[src/rtl/dma_chan_pkg.sv]
package dma_chan_pkg;
  localparam int unsigned REG_W     = 64;
  localparam int unsigned FIELD_W   = 8;   // pitch of every field, caps channel count
  localparam int unsigned EN_OFS    = 0;
  localparam int unsigned SUSP_OFS  = 16;
  localparam int unsigned ABORT_OFS = 32;
  localparam int unsigned WE_GAP    = FIELD_W;  // write-enable sits one field above its data

  typedef struct packed {
    logic en;
    logic susp;
    logic abort;
  } ch_ctl_t;
endpackage

[src/rtl/dma_chan_slice.sv]
module dma_chan_slice
  import dma_chan_pkg::*;
(
  input  logic    clk_i,
  input  logic    rst_ni,
  input  logic    glb_en_i,
  input  logic    wr_sel_i,
  input  ch_ctl_t wr_val_i,
  input  ch_ctl_t wr_we_i,
  input  logic    xfer_done_i,
  input  logic    susp_ack_i,
  input  logic    abort_ack_i,
  output ch_ctl_t state_o
);
  ch_ctl_t q, d;
  logic    en_sw, su_sw, ab_sw;

  always_comb begin
    ab_sw = (wr_sel_i && wr_we_i.abort) ? wr_val_i.abort : q.abort;
    en_sw = (wr_sel_i && wr_we_i.en)    ? wr_val_i.en    : q.en;
    su_sw = q.susp;
    if (wr_sel_i && wr_we_i.susp) begin
      if (wr_val_i.susp)  su_sw = 1'b1;
      else if (susp_ack_i) su_sw = 1'b0;  // release only once suspended
    end
    // hardware clears take priority over software
    d.abort = glb_en_i & ab_sw & ~abort_ack_i;
    d.en    = glb_en_i & en_sw & ~xfer_done_i & ~d.abort;
    d.susp  = glb_en_i & su_sw & d.en;
  end

  always_ff @(posedge clk_i or negedge rst_ni) begin
    if (!rst_ni) q <= '0;
    else         q <= d;
  end

  assign state_o = q;
endmodule

[src/rtl/dma_chan_rdmux.sv]
module dma_chan_rdmux
  import dma_chan_pkg::*;
#(
  parameter int unsigned N_CH = 8
) (
  input  logic             glb_en_i,
  input  logic [N_CH-1:0]  en_i,
  input  logic [N_CH-1:0]  susp_i,
  input  logic [N_CH-1:0]  abort_i,
  output logic [REG_W-1:0] rd_data_o
);
  logic [REG_W-1:0] word;

  always_comb begin
    word = '0;
    word[EN_OFS    +: N_CH] = en_i;
    word[SUSP_OFS  +: N_CH] = susp_i;
    word[ABORT_OFS +: N_CH] = abort_i;
  end

  assign rd_data_o = glb_en_i ? word : '0;
endmodule

[src/rtl/dma_chan_ctl.sv]
module dma_chan_ctl
  import dma_chan_pkg::*;
#(
  parameter int unsigned N_CH = 8  // must not exceed FIELD_W
) (
  input  logic             clk_i,
  input  logic             rst_ni,
  input  logic             glb_en_i,
  input  logic             wr_en_i,
  input  logic [REG_W-1:0] wr_data_i,
  output logic [REG_W-1:0] rd_data_o,
  input  logic [N_CH-1:0]  xfer_done_i,
  input  logic [N_CH-1:0]  susp_ack_i,
  input  logic [N_CH-1:0]  abort_ack_i,
  output logic [N_CH-1:0]  ch_en_o,
  output logic [N_CH-1:0]  ch_susp_o,
  output logic [N_CH-1:0]  ch_abort_o
);
  logic wr_sel;
  assign wr_sel = wr_en_i & glb_en_i;

  for (genvar i = 0; i < N_CH; i++) begin : g_ch
    ch_ctl_t val, we, st;
    assign val.en    = wr_data_i[EN_OFS + i];
    assign val.susp  = wr_data_i[SUSP_OFS + i];
    assign val.abort = wr_data_i[ABORT_OFS + i];
    assign we.en     = wr_data_i[EN_OFS + WE_GAP + i];
    assign we.susp   = wr_data_i[SUSP_OFS + WE_GAP + i];
    assign we.abort  = wr_data_i[ABORT_OFS + WE_GAP + i];

    dma_chan_slice u_slice (
      .clk_i       (clk_i),
      .rst_ni      (rst_ni),
      .glb_en_i    (glb_en_i),
      .wr_sel_i    (wr_sel),
      .wr_val_i    (val),
      .wr_we_i     (we),
      .xfer_done_i (xfer_done_i[i]),
      .susp_ack_i  (susp_ack_i[i]),
      .abort_ack_i (abort_ack_i[i]),
      .state_o     (st)
    );

    assign ch_en_o[i]    = st.en;
    assign ch_susp_o[i]  = st.susp;
    assign ch_abort_o[i] = st.abort;
  end

  dma_chan_rdmux #(.N_CH(N_CH)) u_rdmux (
    .glb_en_i  (glb_en_i),
    .en_i      (ch_en_o),
    .susp_i    (ch_susp_o),
    .abort_i   (ch_abort_o),
    .rd_data_o (rd_data_o)
  );
endmodule

[config.mk]
export PLATFORM = sky130hd
export DESIGN_NAME = dma_chan_ctl
export DESIGN_NICKNAME = d
export VERILOG_FILES = /design/src/rtl/dma_chan_pkg.sv /design/src/rtl/dma_chan_slice.sv /design/src/rtl/dma_chan_rdmux.sv /design/src/rtl/dma_chan_ctl.sv
export SDC_FILE = /design/constraint.sdc
export NUM_CORES = 1
export LEC_CHECK = 0
export BUFFER_PORTS_ARGS = -buffer_cell sky130_fd_sc_hd__clkbuf_2
export CORE_UTILIZATION = 30
export CTS_CLUSTER_DIAMETER = 60
export DETAILED_ROUTE_END_ITERATION = 7
export PLACE_DENSITY_LB_ADDON = 0.2
export SLEW_MARGIN = 20
export SYNTH_ARGS = -nofsm -noshare
export SYNTH_HDL_FRONTEND = slang
export SYNTH_SLANG_ARGS = --single-unit
[constraint.sdc]
create_clock -name clk_i -period 0.98 [get_ports clk_i]
set_clock_uncertainty 0.15 [all_clocks]
set_input_delay 0.196 -clock clk_i [delete_from_list [all_inputs] [get_ports clk_i]]
set_output_delay 0.196 -clock clk_i [all_outputs]
set_load 0.1 [all_outputs]
==> tab_implementation.tex, run 1 <==
\begin{tabular}{lr}
\hline
Metric & Value \\
\hline
\multicolumn{2}{l}{\textbf{Place}} \\
\quad Number of placed instances with taps included & 413 \\
\quad Placer's final routability congestion estimate & 0.6888 \\
\quad Standard cell area after detailed placement & 3667 sq um \\
\quad Placement Setup Slack & -339.7 ps \\
\quad Half-perimeter wire length of the detailed placement result & 4.264 mm \\
\quad Number of buffer cells added on primary ports & 123 \\
\multicolumn{2}{l}{\textbf{Die}} \\
\quad DIE WIDTH & 80.30 um \\
\quad Number of placement rows & 28 \\
\quad Starting density of the core & 31.07\% \\
\quad DIE AREA & 6448 sq um \\
\quad Die Ht & 80.30 um \\
\quad \# IOs & 180 \\
\quad Area inside the core boundary & 5921 sq um \\
\multicolumn{2}{l}{\textbf{Setup path}} \\
\quad Family with the most delay on the worst path & flip-flops \\
\quad Sum of buffers and inverters on the critical path & 1 \\
\quad Critical path arrival & 1080 ps \\
\quad Start-to-end type of the worst setup path & register to output pin \\
\quad Max incr delay on CP & 510 ps \\
\quad Crit-path slowest cell & dfrtp\_4 \\
\quad Cell-by-cell listing of the critical path & and2\_4, buf\_12 \\
\quad Data required time of the critical path & 630 ps \\
\quad Sort of element at the end of the critical path & output pin \\
\quad Highest fanout seen on the critical path & 3 \\
\quad Startpoint type of the worst setup path & register \\
\multicolumn{2}{l}{\textbf{Drt}} \\
\quad Number of DRC markers in iteration 0 & 31 \\
\quad Average via count per standard cell & 4.396 \\
\quad Antenna-violating nets left & 0 \\
\quad Routed len/inst & 12.14 um \\
\quad Via total after detailed routing & 1,855 \\
\quad Number of detailed-route iterations in the first pass & 4 \\
\quad \# DRC & 0 \\
\quad Drt total wl & 5.121 mm \\
\multicolumn{2}{l}{\textbf{Clocking}} \\
\quad Clk pin slew, worst setup/hold paths & 90 ps \\
\quad Clock tree from TritonCTS & yes \\
\quad Number of levels in the clock H-tree & 1 \\
\quad Deepest clock path buffer count & 2 \\
\quad Total CTS buffers & 3 \\
\quad Root Buffer Master & clkbuf\_8 \\
\quad Clock insertion delay at the later pin of the skew report & 260 ps \\
\quad CTS Sinks & 24 \\
\multicolumn{2}{l}{\textbf{Hold path}} \\
\quad Worst min-delay path category & input port to register \\
\multicolumn{2}{l}{\textbf{Timing}} \\
\quad RSZ-0062 raised after global routing & true \\
\quad Minimum hold slack & 40.32 ps \\
\quad Setup violation total in the final timing report & 72 \\
\quad Post-route setup TNS & -23,940 ps \\
\quad Final Cycle Share & 145.5\% \\
\quad Final Hold Fails & 0 \\
\quad Minimum period implied by the final worst setup slack & 1426 ps \\
\quad Maximum achievable frequency & 0.7013 GHz \\
\quad Count of final max-slew check failures & 0 \\
\quad Worst Slack Setup Final & -446.0 ps \\
\multicolumn{2}{l}{\textbf{Global route}} \\
\quad Initial antenna violation count & 0 \\
\quad Total track usage & 16.07\% \\
\quad Wire length of the first global-routing pass & 8.252 mm \\
\quad Final global-route overflow total & 0 \\
\quad Via count of the first global-routing pass & 1,934 \\
\quad Maximum number of pins on one net before global-route repair & 27 \\
\multicolumn{2}{l}{\textbf{Yosys}} \\
\quad Dominant cells by area after synthesis & dfrtp\_1 (33\%), buf\_4 (17\%), and2\_1 (8.2\%) \\
\quad Post-synthesis average cell area & 9.432 sq um \\
\quad Cell type with the highest aggregate area in the netlist & dfrtp\_1 \\
\quad FF+latch count, synth & 24 \\
\quad Share of the yosys chip area belonging to registers & 32.65\% \\
\quad Netlist Area Pre-Place & 1839 sq um \\
\quad Synth Flop Type & dfrtp\_1 \\
\quad Distinct cells, synth & 20 \\
\quad YS warnings & 0 \\
\quad Post-synthesis cell count & 195 \\
\quad EDFF count, synth & 0 \\
\quad Area fraction of the dominant cell type after synthesis & 32.65\% \\
\quad Proportion of register bits with asynchronous set or reset after synthesis & 100.0\% \\
\multicolumn{2}{l}{\textbf{Status}} \\
\quad Violated checks & negative setup slack \\
\quad Status & complete, but fails checks \\
\multicolumn{2}{l}{\textbf{Cells and area}} \\
\quad Final standard cell area without fillers & 3869 sq um \\
\quad Number of nets in the final layout & 440 \\
\quad Synth-to-Final Area Change & 110.3\% \\
\quad N\_diodes & 0 \\
\quad Count of non-filler cells in the finished layout & 422 \\
\quad Share of layout cells above drive strength 1 & 73.78\% \\
\quad Largest register FFs & 24 \\
\quad Commonest cells after routing, fill and taps aside & clkbuf\_2 (75), buf\_12 (53), conb\_1 (40), and2\_4 (24), dfrtp\_4 (24) \\
\quad Most frequent standard cell in the layout excluding fill and tap cells & clkbuf\_2 \\
\multicolumn{2}{l}{\textbf{Power}} \\
\quad Static leakage & 1.711 nW \\
\quad Pwr Density & 815.4 nW/um\^{}2 \\
\quad Worst vdd rail ir drop & 0.0005582 V \\
\multicolumn{2}{l}{\textbf{Run}} \\
\quad Count of maximum capacitance violations & 0 \\
\hline
\end{tabular}
==> what timing repair did <==
action,4_1_cts,5_1_grt
pin swaps,27,3
gates resized for setup,20,7
setup buffers,4,0
gates cloned,0,0
hold buffers,1,0
setup endpoints to repair,72,72
endpoints found under the hold margin,24,0
==> worst register-to-register path, stage by stage (launching register included) <==
cell,delay (ps)
dfrtp_4,500
buf_6,120
a21bo_4,170
a21oi_4,60
nor4b_2,200
==> through the flow <==
stage	util, %	total power, mW
after CTS	64.79	3.183
after floorplan	-	2.219
after detailed placement	61.94	2.482
final	65.34	3.154
after global routing	65.34	3.288
after global placement	61.94	2.471
==> synthesized netlist by cell type, types with 2 or more instances <==
cell       n
a32oi_1    8
dfrtp_1   24
buf_2      3
and3_1     8
nand2b_1   8
clkbuf_1   3
a21boi_0   7
nor4b_2    8
nand3_2    4
buf_4     42
nor2_1     8
a21bo_2    8
nand3_1   12
a21oi_2    8
buf_6      2
nor2b_1    8
and2_1    24
o21ai_1    8
==> routing by layer <==
| metal | routed length, um | global-route usage [%] | part of all wire (%) | up-vias |
|---|---|---|---|---|
| met5 | 0 | 0 | 0 | - |
| met4 | 54 | 4.643 | 1.1 | 0 |
| met3 | 460 | 3.977 | 9.0 | 4 |
| met2 | 2659 | 29.66 | 52 | 92 |
| met1 | 1947 | 18.10 | 38 | 861 |
| li1 | - | - | - | 898 |
==> cell families (layout without fill, tap and decap cells) <==
logic type / count (synthesis) / after routing / synth area share [%]
other cells: 1 / 40 / 0.2039
flops: 24 / 24 / 32.65
buf+inv: 50 / 163 / 19.80
compound gates: 40 / 40 / 17.42
simple gates: 80 / 80 / 29.93
==> area by class of cell <==
class                           instances  area [sq um]
Clock buffer                            4         55.05
Fill cell                             480          2052
Multi-Input combinational cell        160          1271
Sequential cell                        24         690.7
Tap cell                               75         93.84
Timing Repair Buffer                  159          1758
==> worst paths after layout <==
path	start	endpoint	slack, ps	cells after the start
min in group asynchronous	rst_ni	g_ch[1].u_slice.state_o[1]	250	3
worst max register to register	g_ch[1].u_slice.state_o[0]	g_ch[1].u_slice.state_o[1]	-300	4
max in group asynchronous	rst_ni	g_ch[5].u_slice.state_o[0]	260	3
worst max-delay path	g_ch[5].u_slice.state_o[1]	rd_data_o[21]	-450	2
worst min-delay path	xfer_done_i[0]	g_ch[0].u_slice.state_o[2]	40	4
worst min register to register	g_ch[4].u_slice.state_o[0]	g_ch[4].u_slice.state_o[0]	610	2
==> report_power, final <==
part | switching (mW) | internal (mW)
logic | 1.09 | 0.363
clock network | 0.318 | 0.358
registers | 0.0141 | 1.01
Power figures use the tool's default switching activity.
==> run 2, diff against run 1 <==
- CTS_BUF_LIST: unset -> sky130_fd_sc_hd__clkbuf_16
==> tab_implementation.tex, run 2 (same netlist as run 1, synthesis figures left out) <==
\begin{tabular}{lr}
\hline
Metric & Value \\
\hline
\multicolumn{2}{l}{\textbf{Global route}} \\
\quad Maximum number of pins on one net before global-route repair & 27 \\
\quad Initial antenna violation count & 0 \\
\quad Wire length of the first global-routing pass & 8.273 mm \\
\quad Via count of the first global-routing pass & 1,930 \\
\quad Final global-route overflow total & 0 \\
\quad Total track usage & 16.19\% \\
\multicolumn{2}{l}{\textbf{Place}} \\
\quad Half-perimeter wire length of the detailed placement result & 4.264 mm \\
\quad Standard cell area after detailed placement & 3667 sq um \\
\quad Number of buffer cells added on primary ports & 123 \\
\quad Placer's final routability congestion estimate & 0.6888 \\
\quad Number of placed instances with taps included & 413 \\
\multicolumn{2}{l}{\textbf{Setup path}} \\
\quad Highest fanout seen on the critical path & 3 \\
\quad Start-to-end type of the worst setup path & register to output pin \\
\quad Max incr delay on CP & 500 ps \\
\quad Startpoint type of the worst setup path & register \\
\quad Critical path arrival & 1070 ps \\
\quad Data required time of the critical path & 630 ps \\
\quad Sort of element at the end of the critical path & output pin \\
\quad Cell-by-cell listing of the critical path & and2\_4, buf\_12 \\
\quad Crit-path slowest cell & dfrtp\_4 \\
\multicolumn{2}{l}{\textbf{Clocking}} \\
\quad Total CTS buffers & 3 \\
\quad Number of levels in the clock H-tree & 1 \\
\quad Deepest clock path buffer count & 2 \\
\quad Clock tree from TritonCTS & yes \\
\quad Clock insertion delay at the later pin of the skew report & 250 ps \\
\quad CTS Sinks & 24 \\
\quad Clk pin slew, worst setup/hold paths & 60 ps \\
\quad Root Buffer Master & clkbuf\_16 \\
\multicolumn{2}{l}{\textbf{Status}} \\
\quad Violated checks & negative setup slack \\
\quad Status & complete, but fails checks \\
\multicolumn{2}{l}{\textbf{Cells and area}} \\
\quad N\_diodes & 0 \\
\quad Commonest cells after routing, fill and taps aside & clkbuf\_2 (75), buf\_12 (53), conb\_1 (40), and2\_4 (24), dfrtp\_4 (24) \\
\quad Filler Cell Count & 475 \\
\quad Count of non-filler cells in the finished layout & 422 \\
\quad Synth-to-Final Area Change & 111.4\% \\
\quad Seq. cell area & 690.7 sq um \\
\quad Final standard cell area without fillers & 3889 sq um \\
\quad Multi-input combinational cell area & 1271 sq um \\
\quad Largest register FFs & 24 \\
\quad Share of layout cells above drive strength 1 & 73.49\% \\
\quad Number of nets in the final layout & 440 \\
\quad Most frequent standard cell in the layout excluding fill and tap cells & clkbuf\_2 \\
\multicolumn{2}{l}{\textbf{Hold path}} \\
\quad Worst min-delay path category & input port to register \\
\multicolumn{2}{l}{\textbf{Timing}} \\
\quad Minimum period implied by the final worst setup slack & 1411 ps \\
\quad Minimum hold slack & 51.87 ps \\
\quad Worst Slack Setup Final & -431.2 ps \\
\quad Count of final max-slew check failures & 0 \\
\quad Setup violation total in the final timing report & 72 \\
\quad Final Hold Fails & 0 \\
\quad RSZ-0062 raised after global routing & true \\
\quad Maximum achievable frequency & 0.7086 GHz \\
\quad Final Cycle Share & 144.0\% \\
\multicolumn{2}{l}{\textbf{Drt}} \\
\quad Average via count per standard cell & 4.400 \\
\quad Number of DRC markers in iteration 0 & 33 \\
\quad Antenna-violating nets left & 0 \\
\quad Routed len/inst & 12.24 um \\
\quad Number of detailed-route iterations in the first pass & 4 \\
\quad \# DRC & 0 \\
\quad Via total after detailed routing & 1,857 \\
\quad Drt total wl & 5.167 mm \\
\multicolumn{2}{l}{\textbf{Die}} \\
\quad \# IOs & 180 \\
\quad DIE WIDTH & 80.30 um \\
\quad Area inside the core boundary & 5921 sq um \\
\quad DIE AREA & 6448 sq um \\
\quad Number of placement rows & 28 \\
\quad Die Ht & 80.30 um \\
\quad Starting density of the core & 31.07\% \\
\multicolumn{2}{l}{\textbf{Run}} \\
\quad Count of maximum capacitance violations & 0 \\
\multicolumn{2}{l}{\textbf{Power}} \\
\quad Total power after layout & 3.375 mW \\
\quad Worst vdd rail ir drop & 0.0006265 V \\
\quad Pwr Density & 868.0 nW/um\^{}2 \\
\quad Static leakage & 1.720 nW \\
\hline
\end{tabular}
run 2: metrics by stage:
stage	utilization, %	TNS, ps	setup WS (ps)
floorplan	-	-16220	-372.0
global placement	61.94	-13060	-283.0
detailed placement	61.94	-13920	-339.7
CTS	65.19	-23580	-429.1
global route	65.68	-24930	-448.5
finish	65.68	-23180	-431.2
run 2: where the power goes:
| part | switching (mW) | leakage [nW] | internal, mW |
|---|---|---|---|
| registers | 0.0140 | 0.286 | 1.01 |
| logic | 1.09 | 1.40 | 0.362 |
| clock network | 0.351 | 0.0385 | 0.545 |
| total | 1.46 | 1.72 | 1.92 |
run 2: path summary, 6_finish.rpt:
check                                                start                          to  slack [ps]  cells after the start
worst max-delay path            g_ch[5].u_slice.state_o[1]               rd_data_o[21]        -430                      2
max in group asynchronous                           rst_ni  g_ch[5].u_slice.state_o[0]         250                      3
worst min-delay path                        xfer_done_i[0]  g_ch[0].u_slice.state_o[2]          50                      4
worst max register to register  g_ch[1].u_slice.state_o[0]  g_ch[1].u_slice.state_o[1]        -300                      4
min in group asynchronous                           rst_ni  g_ch[1].u_slice.state_o[1]         260                      3
worst min register to register  g_ch[4].u_slice.state_o[0]  g_ch[4].u_slice.state_o[0]         610                      2
run 2: layout make-up:
type | count | share of cell area, %
flip-flops and latches | 24 | 17.76
repair buffers | 159 | 45.11
clock buffers | 3 | 1.931
clock inverters | 1 | 0.09653
multi-input cells | 160 | 32.69
well taps | 75 | 2.413
run 2: what timing repair did:
action,CTS,global route
resized for setup,20,6
endpoints found under the setup margin,72,72
hold buffers,1,0
hold endpoints to repair,24,0
setup buffers,4,0
pin swaps,27,3
run 2: per-layer routing:
| metal | routed length [um] | global-route usage (%) | vias to the layer above |
|---|---|---|---|
| li1 | - | - | 900 |
| met1 | 1993 | 18.24 | 865 |
| met2 | 2684 | 29.91 | 88 |
| met3 | 435 | 3.864 | 4 |
| met4 | 53 | 4.821 | 0 |
| met5 | 0 | 0 | - |
run 2: critical path, delay by kind of cell, from the launching register on:
| kind | cells | cell delay, ps |
|---|---|---|
| flops | 1 | 500 |
| buf+inv | 1 | 160 |
| simple gates | 1 | 150 |
==> run 3, diff against run 2 <==
- CORE_UTILIZATION: 30 -> 33
- GPL_ROUTABILITY_DRIVEN: unset -> 0
==> tab_implementation.tex, run 3 (same netlist as run 1, synthesis figures left out) <==
\begin{tabular}{lr}
\hline
Metric & Value \\
\hline
\multicolumn{2}{l}{\textbf{Hold path}} \\
\quad Number of cells on the worst hold path & 4 \\
\quad Hold Path Origin & xfer\_done\_i[4] \\
\quad Worst min-delay path category & input port to register \\
\quad Worst hold endpoint & g\_ch[4].u\_slice.state\_o[2] \\
\multicolumn{2}{l}{\textbf{Cells and area}} \\
\quad Post-layout util & 74.51\% \\
\quad Number of nets in the final layout & 436 \\
\quad Synth-to-Final Area Change & 112.2\% \\
\quad N\_diodes & 0 \\
\quad Largest register FFs & 24 \\
\quad Most frequent standard cell in the layout excluding fill and tap cells & clkbuf\_2 \\
\quad Filler Cell Count & 390 \\
\quad Commonest cells after routing, fill and taps aside & clkbuf\_2 (75), buf\_12 (53), conb\_1 (40), and2\_4 (24), dfrtp\_4 (24) \\
\quad Final standard cell area without fillers & 3902 sq um \\
\quad Share of layout cells above drive strength 1 & 72.89\% \\
\multicolumn{2}{l}{\textbf{Setup path}} \\
\quad Critical path arrival & 1070 ps \\
\quad Origin of the worst setup path & g\_ch[1].u\_slice.state\_o[2] \\
\quad Origin of the critical flop-to-flop path & g\_ch[7].u\_slice.state\_o[2] \\
\quad FF-to-FF path depth & 5 \\
\quad R2r setup slk & -340 ps \\
\quad Startpoint type of the worst setup path & register \\
\quad Start-to-end type of the worst setup path & register to output pin \\
\quad Data required time of the critical path & 630 ps \\
\quad Sort of element at the end of the critical path & output pin \\
\quad FF-to-FF End & g\_ch[7].u\_slice.state\_o[2] \\
\quad Highest fanout seen on the critical path & 3 \\
\multicolumn{2}{l}{\textbf{Drt}} \\
\quad Routed len/inst & 13.53 um \\
\quad Antenna-violating nets left & 0 \\
\quad Drt total wl & 5.587 mm \\
\quad Via total after detailed routing & 1,897 \\
\quad \# DRC & 0 \\
\quad Average via count per standard cell & 4.593 \\
\quad Number of detailed-route iterations in the first pass & 5 \\
\quad Number of DRC markers in iteration 0 & 32 \\
\multicolumn{2}{l}{\textbf{Global route}} \\
\quad Final global-route overflow total & 0 \\
\quad Maximum number of pins on one net before global-route repair & 29 \\
\quad Wire length of the first global-routing pass & 8.811 mm \\
\quad Initial antenna violation count & 0 \\
\quad Total track usage & 18.62\% \\
\quad Via count of the first global-routing pass & 1,929 \\
\multicolumn{2}{l}{\textbf{Clocking}} \\
\quad Total CTS buffers & 3 \\
\quad Clock insertion delay at the later pin of the skew report & 260 ps \\
\quad Number of levels in the clock H-tree & 1 \\
\quad Clock tree from TritonCTS & yes \\
\quad Clk pin slew, worst setup/hold paths & 70 ps \\
\quad CTS Sinks & 24 \\
\quad Deepest clock path buffer count & 2 \\
\quad Root Buffer Master & clkbuf\_16 \\
\multicolumn{2}{l}{\textbf{Timing}} \\
\quad Count of final max-slew check failures & 0 \\
\quad Maximum achievable frequency & 0.7062 GHz \\
\quad Setup violation total in the final timing report & 72 \\
\quad Post-route setup TNS & -23,330 ps \\
\quad Final Cycle Share & 144.5\% \\
\quad Minimum period implied by the final worst setup slack & 1416 ps \\
\quad RSZ-0062 raised after global routing & true \\
\quad Final Hold Fails & 0 \\
\quad Worst Slack Setup Final & -436.0 ps \\
\quad Minimum hold slack & 42.20 ps \\
\multicolumn{2}{l}{\textbf{Run}} \\
\quad Count of maximum capacitance violations & 0 \\
\multicolumn{2}{l}{\textbf{Place}} \\
\quad Half-perimeter wire length of the detailed placement result & 4.504 mm \\
\quad Number of buffer cells added on primary ports & 123 \\
\quad Standard cell area after detailed placement & 3654 sq um \\
\multicolumn{2}{l}{\textbf{Status}} \\
\quad Status & complete, but fails checks \\
\quad Violated checks & negative setup slack \\
\multicolumn{2}{l}{\textbf{Power}} \\
\quad Pwr Density & 939.3 nW/um\^{}2 \\
\quad Total power after layout & 3.666 mW \\
\quad Worst vdd rail ir drop & 0.0008422 V \\
\quad Static leakage & 1.721 nW \\
\multicolumn{2}{l}{\textbf{Die}} \\
\quad \# IOs & 180 \\
\quad Starting density of the core & 35.12\% \\
\quad Area inside the core boundary & 5238 sq um \\
\quad Die Ht & 76.66 um \\
\quad DIE AREA & 5876 sq um \\
\quad DIE WIDTH & 76.66 um \\
\quad Number of placement rows & 26 \\
\hline
\end{tabular}
==> run 3: where the power goes <==
part / internal (mW) / switching, mW / total, mW
clock: 0.812 / 0.367 / 1.18
sequential: 1.01 / 0.0150 / 1.03
combinational: 0.361 / 1.10 / 1.46
==> run 3: worst max-delay path by stage <==
stage,end,slack [ps]
finish,rd_data_o[1],-440
global route,rd_data_o[37],-460
CTS,rd_data_o[22],-430
detailed placement,g_ch[3].u_slice.state_o[1],-390
global placement,g_ch[0].u_slice.state_o[1],-290
floorplan,g_ch[0].u_slice.state_o[1],-370
==> run 3: final cells by class <==
cell class                 count  area [sq um]  share of cell area [%]
clock inverter                 1         30.03                  0.7695
tap                           70         87.58                   2.244
sequential                    24         690.7                   17.70
multi-input combinational    160          1291                   33.09
clock buffer                   3         75.07                   1.924
timing repair buffer         155          1728                   44.28
==> run 3: routing by layer <==
layer | GRT usage (%) | routed length (um)
met1 | 20.28 | 1981
met4 | 6.923 | 88
met3 | 5.357 | 497
met5 | 0 | 0
met2 | 33.96 | 3019
==> run 3: what timing repair did <==
action                                  in CTS  in global routing
buffers inserted                             1                  0
hold buffers                                 1                  0
pin swaps                                   28                  4
gates resized for setup                     18                 10
endpoints found under the hold margin       24                  0
endpoints found under the setup margin      72                 72
==> run 3: worst max-delay path: stages (launching register included) <==
cell and delay (ps):
dfrtp_4 490, and2_4 160, buf_12 160
==> run 3: through the flow <==
| step | instances | worst slack, ps |
|---|---|---|
| 2_1_floorplan | 234 | -372.0 |
| 3_3_place_gp | 407 | -289.8 |
| 3_5_place_dp | 407 | -389.4 |
| 4_1_cts | 413 | -431.7 |
| 5_1_grt | 413 | -457.5 |
| 6_report | 413 | -436.0 |
